`src/rtl/bcd_serial_acc.sv`:
```
module bcd_serial_acc #(
  parameter int W = 16
) (
  input  logic         clk,
  input  logic         rst,
  input  logic [3:0]   digit,
  input  logic         strobe,
  output logic [W-1:0] value,
  output logic         fault
);
  localparam int XW = W + 4;

  logic [XW-1:0] times_ten;
  logic [XW-1:0] next_sum;
  logic          bad_digit;
  logic          too_big;
  logic          reject;

  assign times_ten = ({4'b0, value} << 3) + ({4'b0, value} << 1);
  assign next_sum  = times_ten + {{(XW-4){1'b0}}, digit};
  assign bad_digit = digit > 4'd9;
  assign too_big   = |next_sum[XW-1:W];
  assign reject    = bad_digit || too_big;

  always_ff @(posedge clk) begin
    if (rst) begin
      value <= '0;
      fault <= 1'b0;
    end else if (strobe) begin
      if (reject) fault <= 1'b1;
      else        value <= next_sum[W-1:0];
    end
  end

  AST_RESET_CLEARS: assert property (@(posedge clk) rst |=> (value == '0 && !fault));
  AST_IDLE_HOLDS: assert property (@(posedge clk) disable iff (rst) !strobe |=> ($stable(value) && $stable(fault)));
  AST_BAD_DIGIT: assert property (@(posedge clk) disable iff (rst) (strobe && digit > 4'd9) |=> (fault && $stable(value)));
  AST_NO_OVERFLOW: assert property (@(posedge clk) disable iff (rst) (strobe && ({4'b0, value} * 10 + digit) > 65535) |=> (fault && $stable(value)));
  AST_STICKY: assert property (@(posedge clk) disable iff (rst) fault |=> fault);
endmodule

```
`config.mk`:
```
export PLATFORM = sky130hd
export DESIGN_NAME = bcd_serial_acc
export DESIGN_NICKNAME = d
export VERILOG_FILES = /design/src/rtl/bcd_serial_acc.sv
export SDC_FILE = /design/constraint.sdc
export NUM_CORES = 1
export LEC_CHECK = 0
export BUFFER_PORTS_ARGS = -buffer_cell sky130_fd_sc_hd__buf_4
export CAP_MARGIN = 15
export CELL_PAD_IN_SITES_DETAIL_PLACEMENT = 1
export CELL_PAD_IN_SITES_GLOBAL_PLACEMENT = 2
export CORE_MARGIN = 4
export CORE_UTILIZATION = 30
export CTS_BUF_LIST = sky130_fd_sc_hd__clkbuf_8 sky130_fd_sc_hd__clkbuf_16
export DETAILED_ROUTE_END_ITERATION = 8
export GPL_ROUTABILITY_DRIVEN = 0
export PLACE_DENSITY_LB_ADDON = 0.1
export SKIP_LAST_GASP = 1
export SLEW_MARGIN = 20
export SYNTH_ARGS = -nofsm -noshare
export SYNTH_HDL_FRONTEND = slang
export SYNTH_SLANG_ARGS = --single-unit
```
`constraint.sdc`:
```
create_clock -name clk -period 5.1 [get_ports clk]
set_input_delay 0 -clock clk [delete_from_list [all_inputs] [get_ports clk]]
set_output_delay 0 -clock clk [all_outputs]
set_load 0.05 [all_outputs]
```
Yosys cells after proc, flatten, opt, wreduce, memory -nomap -nowiden
Cells that the tools add are included.
{"block": "word_totals", "regBits": 17}
{"block": "classes", "n_addsub": 2, "n_lt_le_gt_ge": 1, "n_bitwise": 1, "reduce_logical": 4}
{"operator": "$add A19 B17 Y20", "n": 1}
{"operator": "$add A20 B4 Y20", "n": 1}
{"operator": "$gt A4 B4 Y1 const B", "n": 1}
{"operator": "$reduce_and A2 Y1", "n": 2}
{"operator": "$reduce_or A4 Y1", "n": 1}
{"operator": "$logic_or A1 B1 Y1", "n": 1}
{"operator": "$not A1 Y1", "n": 1}

Logic depth before layout (Yosys ltp)
{"block": "logic_depth", "word_depth": 6, "ltp_mapped": 12, "ltp_nobuf": 11}

Least setup slack after synthesis
No wires, ideal clock.
{"block": "synth_path", "path_type": "register to register", "startpoint": "register value[0]", "endpoint": "register value[5]", "arrival_ns": 3.374, "setup_slack_ns": 1.605, "stages_incl_launch_ff": 13, "n_path_buf": 1, "path_cell_list": "dfxtp_1 inv_1 fa_1 inv_1 ha_1 a211oi_1 nor3_1 nor3b_1 o221ai_1 a211oi_2 nand4_4 buf_6 mux2_4"}
{"block": "synth_between", "elab_chain_len": 6}
{"item": "start: declaration", "line": "8", "source": "output logic [W-1:0] value,"}
{"item": "start signal: assignment", "line": "31", "source": "else value <= next_sum[W-1:0];"}
{"item": "$add A19 B17 Y20 *", "line": "19", "source": "assign times_ten = ({4'b0, value} << 3) + ({4'b0, value} << 1);"}
{"item": "$add A20 B4 Y20 *", "line": "20", "source": "assign next_sum = times_ten + {{(XW-4){1'b0}}, digit};"}
{"item": "$reduce_or A4 Y1", "line": "22", "source": "assign too_big = |next_sum[XW-1:W];"}
{"item": "$logic_or A1 B1 Y1", "line": "23", "source": "assign reject = bad_digit || too_big;"}
{"item": "$not A1 Y1 (no source line)"}
{"item": "$reduce_and A2 Y1 (no source line)"}
Mark *: on every way between the ends. The rest lies on a longest branch, timed or not.
A chain may end at the register's enable or synchronous reset.

Worst setup path after layout
Same ends and word-level chain as after synthesis.

==> summary.md <==
| Metric | Value |
|---|---|
| Remaining antenna violation count | 0 |
| Non-filler cells, final | 315 |
| Crit Path Category | reg2reg |
| DR WL met2 | 2480 um |
| Max Fclk | 279 MHz |
| Area Overhead vs Synth | 13.7% |
| Largest family of logic cells by synthesized area | adder cells |
| First-pass GRT wire length | 8650 um |
| Post-synthesis adder-cell area fraction | 22.7% |
| Chip width | 87.2 um |
| Std-Cell Rows | 28 |
| Top_reg_cell synth | dfxtp_1 |
| Setup Skew | 3.64 ps |
| Max Cap Viol | 0 |
| Worst Setup Slack, final | 1510 ps |
| Highest Signal Layer | met4 |
| Hold path endpoint | value[0]$_SDFFE_PP0P_ |
| CTS Sinks | 17 |
| Die Height | 87.2 um |
| R2R depth | 11 |
| GRT Util Overall | 14.3% |
| Clk Latency, worst-skew pair | 260 ps |
| Drt total wl | 4950 um |
| Ports | 24 |
| CTS Buf Count | 3 |
| Post-CTS sizing | 0 |
| Worst EP arrival | 3740 ps |
| Core Util, Final | 35.7% |
| Fin crit period | 3590 ps |
| Register area share after synthesis | 18.1% |
| DRT Pass-1 Iters | 4 |
| CTS root buf | clkbuf_8 |
| RSZ-0062 raised after global routing | false |
| Post-synth net total | 263 |
| Via count | 1,621 |
| Share of the synthesized area in the top cell type | 20.6% |
| Die area | 7610 um2 |
| Initial antenna violation count | 0 |
| Met3 wire len | 104 um |
| Endpoints failing setup | 0 |
| Area of the core | 5990 um2 |
| Syn Area/Cell | 8.44 um2 |
| HPWL after DPL | 3970 um |
| Mux share of post-synthesis cell area | 9.70% |
| Mapped Area | 1880 um2 |
| Final worst-path cycle share | 70.4% |
| CTS tree | built |
| VDD IR max | 0.0000776 V |
| P per Cell Area | 179 nW/um2 |
| XOR/XNOR share of the synthesized area | 4.65% |
| Number of synthesis warnings | 0 |
| Slew Limit Headroom | 71.1% |
| DRC Markers | 0 |
| Hold path depth | 3 |
| Dpl ws | 1420 ps |
| Starting density of the core | 31.4% |
| H-Tree Depth | 1 |
| Yosys top cell by area | ha_1 |
| CTS Buffer Depth | 2 |
| Largest net degree at the start of global routing | 34 |
| Worst Hold Class | in2reg |
| Nets@finish | 281 |
| #FFs+latches synth | 17 |
| Via count of the first global-routing pass | 1,771 |
| R2R Setup Slk | 1510 ps |
| Most instantiated library cell after synthesis | ha_1 |
| DRT met1 WL | 2320 um |
| Hold Crit Start | digit[0] |
| Share of layout cells above drive strength 1 | 18.3% |
| Synth top area cells | ha_1 (21%), dfxtp_1 (18%), a21oi_1 (4.3%) |
| Endpoints failing hold | 0 |
| Post-Syn Instances | 223 |
| Simple-gate share of the synthesized area | 21.2% |
| Iteration-0 DRC Markers | 35 |
| # port buffers | 23 |
| Max-slew violation count | 0 |
| Post-synth EDFFs | 0 |
| Outcome | complete, no violations |
| Worst-path clk slew | 80 ps |
| Diode count | 0 |
| Max Fanout on Critical Path | 16 |
| Worst setup path startpoint | value[0]$_SDFFE_PP0P_ |
| Setup_tns | 0 ps |
| Beginning of the worst register-to-register path | value[0]$_SDFFE_PP0P_ |
| Cts-stage hold buffer count | 0 |
| Hold WS | 5.82 ps |
| Worst Setup Start Kind | register |
| DR WL/cell | 15.7 um |
| Leak Pwr | 1.05 nW |
| FFs w/ async S/R, synth | 0% |
| Commonest cells post-synth | ha_1 (31), nand2_1 (18), nor2_1 (18) |
| Least-Margin Pin Slew | 434 ps |
| Cells after DPL | 311 |
| Required @ worst endpoint | 5250 ps |
| Post-synthesis compound-gate area fraction | 18.7% |
| Total gr overflow | 0 |
| Avg Vias per Cell | 5.15 |
| Critical path capture point type | register |
| Reg-to-reg endpoint | value[5]$_SDFFE_PP0P_ |
| Number of distinct library cells after synthesis | 44 |
| Post CTS Setup Buffer Count | 0 |
==> flip-flops by register name, indices dropped and copies added, names as in the netlist <==
signal	count
fault	1
value	16
==> where the power goes <==
part,leakage [nW],switching (mW),internal (mW),total (mW)
sequential,0.138,0.00810,0.139,0.148
clock,0.0255,0.0562,0.0544,0.111
combinational,0.887,0.0762,0.0484,0.125
==> per-layer routing <==
metal	up-vias	track usage (%)
li1	836	-
met4	0	4.18
met3	2	1.04
met2	17	25.1
met5	-	0
met1	766	18.8
==> layout make-up <==
type | instances | area, um2
tap | 75 | 93.8
fill | 730 | 3850
sequential | 17 | 340
inverter | 10 | 37.5
timing repair buffer | 23 | 173
clock inverter | 1 | 5.00
multi-input combinational | 186 | 1450
clock buffer | 3 | 41.3
==> worst max path at each step <==
| stage | end | depth (start not counted) | slack, ps |
|---|---|---|---|
| finish | value[5]$_SDFFE_PP0P_ | 11 | 1510 |
| global route | value[5]$_SDFFE_PP0P_ | 11 | 1230 |
| CTS | value[5]$_SDFFE_PP0P_ | 11 | 1410 |
| detailed placement | value[5]$_SDFFE_PP0P_ | 11 | 1420 |
| global placement | value[9]$_SDFFE_PP0P_ | 11 | 1400 |
| floorplan | value[5]$_SDFFE_PP0P_ | 12 | 1600 |
==> metrics by stage <==
| step | cell area, um2 | power [mW] |
|---|---|---|
| CTS | 2140 | 0.395 |
| finish | 2140 | 0.383 |
| global route | 2140 | 0.414 |
| detailed placement | 2090 | 0.278 |
| global placement | 2090 | 0.278 |
| floorplan | 1880 | 0.243 |
==> worst max-delay path: stages, from the launching register on <==
cell and delay [ps]:
dfxtp_1 380, inv_1 80, fa_1 580, inv_1 60
ha_1 300, a211oi_1 330, nor3_1 160, nor3b_1 240
o221ai_1 170, a211oi_2 340, nand4_4 400, mux2_4 430
==> logic make-up (layout without fill, tap and decap cells) <==
group,after synthesis,after routing
mux,15,15
flops,17,17
simple gates,75,75
buf+inv,20,37
fa+ha+maj,33,33
compound gates,53,53
xor+xnor,10,10
==> cell usage in the layout, fill, tap and decap left out, types with 2 or more instances in the layout <==
cell / n
a211oi_1: 2
a21o_1: 5
a21oi_1: 16
a31oi_1: 2
and4_1: 2
buf_4: 23
clkbuf_8: 3
dfxtp_1: 17
fa_1: 2
ha_1: 31
inv_1: 10
mux2_2: 6
mux2_4: 5
mux2i_1: 4
nand2_1: 18
nand2b_1: 10
nand3_1: 3
nor2_1: 18
nor2b_1: 11
nor3_1: 5
nor3b_1: 2
nor4_1: 2
o211ai_1: 4
o21ai_0: 10
o21bai_1: 2
xnor2_1: 4
xor2_1: 6
Note: power is estimated with default switching activity, not from simulation.
